File: src/rtl/iid_pkg.sv
// Shared widths, target codes and mode encodings for the island ID decoder.
package iid_pkg;
    localparam int IID_ADDR_W = 40;
    localparam int IID_ISL_W  = 6;
    localparam int IID_TGT_W  = 4;
    localparam int IID_MODE_W = 3;

    // Target codes that this decoder refuses.
    localparam logic [IID_TGT_W-1:0] IID_TGT_MEMUNIT = 4'd7;
    localparam logic [IID_TGT_W-1:0] IID_TGT_REGBUS  = 4'd14;

    typedef enum logic [IID_MODE_W-1:0] {
        IID_MODE_FIELD  = 3'd0,
        IID_MODE_PAIR   = 3'd1,
        IID_MODE_SPLIT1 = 3'd2,
        IID_MODE_SPLIT2 = 3'd3
    } iid_mode_e;

    typedef struct packed {
        logic                 err;
        logic [IID_ISL_W-1:0] island;
    } iid_result_t;
endpackage

File: src/rtl/iid_field_pick.sv
// Takes from the address the bits that every mode needs: the island field,
// the index bit, and the bits just under the index bit.
// Assumes: the wide and narrow positions lie inside the address, and
// SPLICE_W does not exceed the index bit position.
module iid_field_pick #(
    parameter int ADDR_W       = iid_pkg::IID_ADDR_W,
    parameter int ISL_W        = iid_pkg::IID_ISL_W,
    parameter int SPLICE_W     = 2,
    parameter int WIDE_FLD_LSB = 34,
    parameter int NARR_FLD_LSB = 26,
    parameter int WIDE_IDX     = 39,
    parameter int NARR_IDX     = 31
) (
    input  logic [ADDR_W-1:0]   addr,
    input  logic                wide,
    output logic [ISL_W-1:0]    field,
    output logic                idx,
    output logic [SPLICE_W-1:0] below
);
    // Choose between the wide and narrow bit positions.
    always_comb begin
        if (wide) begin
            field = addr[WIDE_FLD_LSB +: ISL_W];
            idx   = addr[WIDE_IDX];
            below = addr[WIDE_IDX-1 -: SPLICE_W];
        end else begin
            field = addr[NARR_FLD_LSB +: ISL_W];
            idx   = addr[NARR_IDX];
            below = addr[NARR_IDX-1 -: SPLICE_W];
        end
    end
endmodule

File: src/rtl/iid_mode_mux.sv
// Builds one candidate island for each mode and returns the one the mode
// selects. A candidate that splices k bits clears the k low bits of the
// chosen base and puts in the top k bits of `below`.
// Assumes: mode 0 is the field mode, and modes 1..SPLICE_W+1 splice
// 0..SPLICE_W bits. Any other mode value is flagged as not valid.
module iid_mode_mux #(
    parameter int ISL_W    = iid_pkg::IID_ISL_W,
    parameter int MODE_W   = iid_pkg::IID_MODE_W,
    parameter int SPLICE_W = 2
) (
    input  logic [MODE_W-1:0]   mode,
    input  logic [ISL_W-1:0]    field,
    input  logic                idx,
    input  logic [SPLICE_W-1:0] below,
    input  logic [ISL_W-1:0]    base0,
    input  logic [ISL_W-1:0]    base1,
    output logic [ISL_W-1:0]    island,
    output logic                mode_ok
);
    localparam int NCAND = SPLICE_W + 1;

    logic [ISL_W-1:0] base;
    logic [ISL_W-1:0] cand [NCAND];

    // Pick a base island with the index bit.
    always_comb base = idx ? base1 : base0;

    // One candidate for each splice width.
    for (genvar k = 0; k < NCAND; k++) begin : g_cand
        if (k == 0) begin : g_plain
            assign cand[k] = base;
        end else begin : g_splice
            assign cand[k] = {base[ISL_W-1:k], below[SPLICE_W-1 -: k]};
        end
    end

    // Select by mode; a mode out of range gives zero and mode_ok = 0.
    always_comb begin
        island  = '0;
        mode_ok = 1'b0;
        if (mode == MODE_W'(iid_pkg::IID_MODE_FIELD)) begin
            island  = field;
            mode_ok = 1'b1;
        end
        for (int m = 1; m <= NCAND; m++) begin
            if (mode == MODE_W'(m)) begin
                island  = cand[m-1];
                mode_ok = 1'b1;
            end
        end
    end
endmodule

File: src/rtl/iid_decoder.sv
// Island ID decoder top. It decodes without a clock, then registers the
// result and a done pulse on each request strobe.
// Assumes: req is sampled on every rising edge; rst_n is synchronous and
// active low.
module iid_decoder #(
    parameter int ADDR_W   = iid_pkg::IID_ADDR_W,
    parameter int ISL_W    = iid_pkg::IID_ISL_W,
    parameter int TGT_W    = iid_pkg::IID_TGT_W,
    parameter int MODE_W   = iid_pkg::IID_MODE_W,
    parameter int SPLICE_W = 2
) (
    input  logic              clk,
    input  logic              rst_n,
    input  logic              req,
    input  logic [ADDR_W-1:0] addr,
    input  logic [TGT_W-1:0]  tgt,
    input  logic [MODE_W-1:0] mode,
    input  logic              wide,
    input  logic [ISL_W-1:0]  base0,
    input  logic [ISL_W-1:0]  base1,
    output logic              done,
    output logic [ISL_W-1:0]  island,
    output logic              err
);
    logic [ISL_W-1:0]    fld;
    logic                idx_bit;
    logic [SPLICE_W-1:0] low_bits;
    logic [ISL_W-1:0]    cand_island;
    logic                mode_ok;
    logic                tgt_ok;
    logic                bad;

    iid_field_pick #(
        .ADDR_W(ADDR_W), .ISL_W(ISL_W), .SPLICE_W(SPLICE_W)
    ) u_pick (
        .addr(addr), .wide(wide), .field(fld), .idx(idx_bit), .below(low_bits)
    );

    iid_mode_mux #(
        .ISL_W(ISL_W), .MODE_W(MODE_W), .SPLICE_W(SPLICE_W)
    ) u_mux (
        .mode(mode), .field(fld), .idx(idx_bit), .below(low_bits),
        .base0(base0), .base1(base1), .island(cand_island), .mode_ok(mode_ok)
    );

    // Reject the targets that this decoder does not handle.
    always_comb tgt_ok = (tgt != iid_pkg::IID_TGT_MEMUNIT) &&
                         (tgt != iid_pkg::IID_TGT_REGBUS);

    // Combine the two error sources.
    always_comb bad = !(tgt_ok && mode_ok);

    // Capture the result on a request and hold it otherwise.
    always_ff @(posedge clk) begin
        if (!rst_n) begin
            done   <= 1'b0;
            err    <= 1'b0;
            island <= '0;
        end else begin
            done <= req;
            if (req) begin
                err    <= bad;
                island <= bad ? '0 : cand_island;
            end
        end
    end

    a_r7_done_after_req: assert property (@(posedge clk) disable iff (!rst_n)
        req |=> done);
    a_r7_no_spurious_done: assert property (@(posedge clk) disable iff (!rst_n)
        !req |=> !done);
    a_r8_err_zero_island: assert property (@(posedge clk) disable iff (!rst_n)
        err |-> (island == '0));
    a_r9_hold_idle: assert property (@(posedge clk) disable iff (!rst_n)
        !req |=> ($stable(island) && $stable(err)));
    a_r5_bad_target: assert property (@(posedge clk) disable iff (!rst_n)
        (req && (tgt == iid_pkg::IID_TGT_MEMUNIT || tgt == iid_pkg::IID_TGT_REGBUS)) |=> err);
    a_r6_bad_mode: assert property (@(posedge clk) disable iff (!rst_n)
        (req && mode > MODE_W'(3)) |=> err);
    a_r10_reset_clears: assert property (@(posedge clk)
        !rst_n |=> (!done && !err && island == '0));
endmodule

File: config.mk
export PLATFORM = sky130hd
export DESIGN_NAME = iid_decoder
export DESIGN_NICKNAME = d
export VERILOG_FILES = /design/src/rtl/iid_pkg.sv /design/src/rtl/iid_field_pick.sv /design/src/rtl/iid_mode_mux.sv /design/src/rtl/iid_decoder.sv
export SDC_FILE = /design/constraint.sdc
export NUM_CORES = 1
export LEC_CHECK = 0
export ABC_AREA = 1
export BUFFER_PORTS_ARGS = -buffer_cell sky130_fd_sc_hd__buf_2
export CAP_MARGIN = 40
export CORE_MARGIN = 2
export CORE_UTILIZATION = 32
export CTS_BUF_LIST = sky130_fd_sc_hd__clkbuf_16
export CTS_CLUSTER_SIZE = 14
export DETAILED_ROUTE_END_ITERATION = 16
export GPL_ROUTABILITY_DRIVEN = 0
export PLACE_DENSITY = 0.77
export SYNTH_ARGS = -nofsm -noshare
export SYNTH_HDL_FRONTEND = slang
export SYNTH_SLANG_ARGS = --single-unit
File: constraint.sdc
create_clock -name clk -period 1.4 [get_ports clk]
set_clock_uncertainty 0.05 [all_clocks]
set_input_delay 0.07 -clock clk [delete_from_list [all_inputs] [get_ports clk]]
set_output_delay 0.07 -clock clk [all_outputs]
set_load 0.02 [all_outputs]
# Yosys cells after proc, flatten, opt, wreduce, memory -nomap -nowiden
# Index checks and enable logic that the tools add are counted.
dict set report word_totals {
  inputBits 63
  register_bits 8
  output_inout_bits 8
  word_cells 25
}
dict set report classes {
  eq_ne 5
  n_mux 13
  n_reduce_logical 4
}
# operator count
set op_table {}
lappend op_table {{two-way mux 6 bit} 7}
lappend op_table {{equality test 3 x 2 -> 1 bit, second input constant} 2}
lappend op_table {{two-way mux 1 bit} 5}
lappend op_table {{inequality test 4 x 3 -> 1 bit, second input constant} 1}
lappend op_table {{inequality test 4 bit, second input constant} 1}
lappend op_table {{equality test 3 x 1 -> 1 bit, second input constant} 1}
lappend op_table {{zero test 3 bit} 1}
lappend op_table {{logical AND 1 bit} 2}
lappend op_table {{two-way mux 2 bit} 1}
lappend op_table {{zero test 1 bit} 1}

# Longest topological paths before layout
dict set report logic_depth {
  ltp_word 7
  ltp_mapped 10
  ltp_nobuf 9
}

# Modules after synthesis
# A second synthesis with hierarchy kept.
dict set report hier_totals {
  cells_unflattened 99
  area_unflattened_um2 633.1
}
# module cells_each seq_area_each_um2 instances area_each_um2
set modules_own_cells {}
lappend modules_own_cells {iid_decoder 37 160.2 1 341.6}
lappend modules_own_cells {iid_mode_mux 40 0.0 1 197.7}
lappend modules_own_cells {iid_field_pick 22 0.0 1 93.8}

# Worst setup path after synthesis
# OpenSTA, ideal clock, no wires.
dict set report synth_timing {
  kind {input to register}
  start {input port wide}
  end {register island[2]}
  setup_time_ps 120
  required_time_ps 1230
  cell_stages 8
  n_path_buf 2
  arrival_time_ps 820
  path_slack_ps 410
  path_cell_list {buf_6 -> nand2_1 -> nand2_2 -> buf_6 -> o21ai_0 -> nor2_1 -> o21ai_1 -> a21oi_1}
}
dict set report synth_between {
  elab_chain_cells 6
  elab_cells_between_ends 8
  classes_between {mux: 8}
}
# item line
set synth_rtl {}
lappend synth_rtl {{start: declaration} iid_decoder.sv:18} ;# input logic wide,
lappend synth_rtl {{two-way mux 6 bit or two-way mux 1 bit (tied branches)} iid_field_pick.sv:22} ;# if (wide) begin
lappend synth_rtl {{two-way mux 6 bit (on tied branches)} {iid_mode_mux.sv:41, iid_mode_mux.sv:26}}
lappend synth_rtl {{two-way mux 6 bit (2 in series)} iid_mode_mux.sv:46} ;# if (mode == MODE_W'(m)) begin
lappend synth_rtl {{two-way mux 6 bit *} iid_mode_mux.sv:46}
lappend synth_rtl {{two-way mux 6 bit *} iid_decoder.sv:63} ;# island <= bad ? '0 : cand_island;
lappend synth_rtl {{end signal: assignment} iid_decoder.sv:63}
lappend synth_rtl {{end: declaration} iid_decoder.sv:22} ;# output logic [ISL_W-1:0] island,
# Every way passes the cells marked *; elsewhere a longest branch is shown, timed or not.
# A chain may end at the register's enable or synchronous reset.

# Worst setup path after layout
dict set report layout_timing {
  start {input port wide}
  end {register island[1]}
}
# Same word-level chain as after synthesis.

==> results.md <==
- Mapped Area: 623.1 um2
- Global-route layer with the greatest usage: met2
- RSZ-0062 raised after global routing: false
- Maximum vdd drop: roughly 0.50 mV
- Xor-xnor portion of the synthesized cell area: 0%
- Vias in the first global route: roughly 700
- Crit-path max cell delay: 190 ps
- GRT Util Overall: 15.41%
- Die ar.: 2316 um2
- Vias per cell: between 4 and 5
- Starting Density: about a third
- Fin crit period: 908.6 ps
- Rows: 15
- Critical Path End Type: flip-flop
- Mux share of post-synthesis cell area: 0%
- Num CTS Buffers: 3
- Worst path cell trace: buf_2, inv_6, nand2_4, nand2_2, nand2_1, o21ai_1, o21ai_1, nand2_1, a21oi_1
- Routed len/inst: 9.397 um
- Root buffer cell: clkbuf_16
- CTS Hold Bufs: 0
- Syn-to-layout area delta: 48.39%
- Final setup violation count: 0
- Die Span X: just under 50 um
- Worst-skew pair later-pin latency: 230 ps
- R2R Setup Slk: 700 ps
- Synth Area in Simple Gates: a little over two fifths
- Met1 Track Usage GR: between 15 and 20%
- Worst Path Buf+Inv: 2
- Core area: 1783 um2
- Dpl ws: approximately 260 ps
- Pin slew with the least headroom to its limit: about 200 ps
- Final ANT Viol Nets: 0
- TritonRoute pass-1 iters: 4
- M3 GR Usage: around 3.3%
- Final nets: 219
- CTS Buffer Depth: 2
- Remaining DRCs: 0
- Crit-path leading delay family: simple AND/OR/NAND/NOR gates
- Arrival time worst endpoint: slightly above 1000 ps
- Worst Hold Class: input pin to flip-flop
- CTS clk-pin slew, worst paths: 40 ps
- CTS H-Tree Depth: 1
- Diodes inserted: 0
- Post-CTS Setup Repair Bufs: 0
- Mean Syn Cell Area: about 5.7 um2
- Final hold violations: 0
- Total power per unit cell area: 973.6 nW/um2
- Global route overflow: 0
- F_max: ~1100 MHz
- Tcrit/Tclk final: 64.90%
- #FFs+latches synth: 8
- Synth Area in Compound Gates: ~17%
- Total power: 900.2 uW
- Share of cells above drive strength 1: 33.77%
- Seq/Total Area, Yosys: about a quarter
- YS warnings: 0
- Drt total wl: 1.682 mm
- Commonest cells after routing, fill and taps aside: 42 x nand2_1, 42 x buf_2, 17 x inv_1
- P_leak: 0.0005488 uW
- Slew Viols, Final: 0
- DP HPWL: roughly 1.4 mm
- Vias: about 850
- GR Layer Usage met2: between 20 and 30%
- Largest family of logic cells by synthesized area: simple AND/OR/NAND/NOR gates
- Setup ws final: just under 500 ps
- Setup CP Type: input pin to flip-flop
- Max-cap violations: 0
- Critical-path maximum fanout: 11
- Largest net degree at the start of global routing: 12
- # resized after CTS: 0
- First-pass GRT wire length: 2.518 mm
- Final Non-Filler Cells: 179
- Initial antenna violation count: 0
- CTS tree: done
- Setup TNS: 0 ps
- IO Port Bufs: 42
- Fillers: around 190
- Relative slew margins: between 80 and 90%
- Die span in y: roughly 48 um
- Layout Utilization: 51.86%
- Critical Path Source Type: input pin
- Status: finished, final reports clean
- I/O pin count: ~70
- Mapped Cells: 110
- Post-Place Cells: 176
- Slowest CP cell: buf_2
- Initial DRC count: 15
- Synth Area in Adders: 0%
- Required @ worst endpoint: 1510 ps
- Clock sinks: 8
- Syn Nets: 173
- Netlist cell types: 16
-- final timing paths --
kind / startpoint / endpoint / cells past startpoint
worst max-delay path: wide / island[1]$_SDFFE_PN0P_ / 9
worst min-delay path: rst_n / done$_SDFF_PN0_ / 3
worst max register to register: err$_SDFFE_PN0P_ / err$_SDFFE_PN0P_ / 2
worst min register to register: island[5]$_SDFFE_PN0P_ / island[5]$_SDFFE_PN0P_ / 2
-- logic make-up (layout without fill, tap and decap cells) --
group	Yosys count	after routing
AOI/OAI and AO/OA	20	20
DFF	8	8
buffers and inverters	20	64
and+or+nand+nor	62	62
-- metrics by stage --
stage	hold WS [ps]	instance area, um2
after floorplan	113.5	623.1
after global placement	225.8	849.6
after detailed placement	244.6	849.6
after CTS	11.35	924.6
after global routing	49.01	924.6
final	9.981	924.6
-- tightest hold or removal path: stages --
cell and delay (ps):
buf_2 90, nand2_1 50, inv_1 50
-- where the power goes --
group | internal (uW) | switching [uW] | leakage (uW) | total (uW)
Combinational | 77.7 | 101 | 0.000447 | 178
Sequential | 238 | 3.68 | 0.0000653 | 242
Clock | 368 | 112 | 0.0000370 | 480
Total | 684 | 216 | 0.000549 | 900
-- flip-flops by register name, summed over array words and instances (netlist names) --
signal,count
island,6
done,1
err,1
-- synth_stat cells --
cell type	number	area share, %
nand2_2	1	1.0
inv_6	1	1.4
buf_6	2	3.6
a21oi_2	1	1.4
nand3_1	9	7.2
nand2_1	42	25
a21boi_0	1	1.2
o21ai_0	3	2.4
dfxtp_1	8	26
nor2_1	6	3.6
a21oi_1	7	5.6
inv_1	17	10
or2_2	2	2.0
nand2_4	1	1.8
nand4_1	1	1.0
o21ai_1	8	6.4
-- area by class of cell --
cell class              count  area [um2]  share of cell area (%)
multi-input cells          82       367.9                   39.78
repair buffers             43       217.7                   23.55
flip-flops and latches      8       160.2                   17.32
clock buffers               3       75.07                   8.119
inverters                  18       72.57                   7.848
well taps                  25       31.28                   3.383
-- metal layers --
layer / up-vias / wire length [um]
met2: 36 / 895
met3: 3 / 129
met1: 375 / 640
li1: 433 / -
met4: 0 / 16
met5: - / 0
Power figures use the tool's default switching activity.
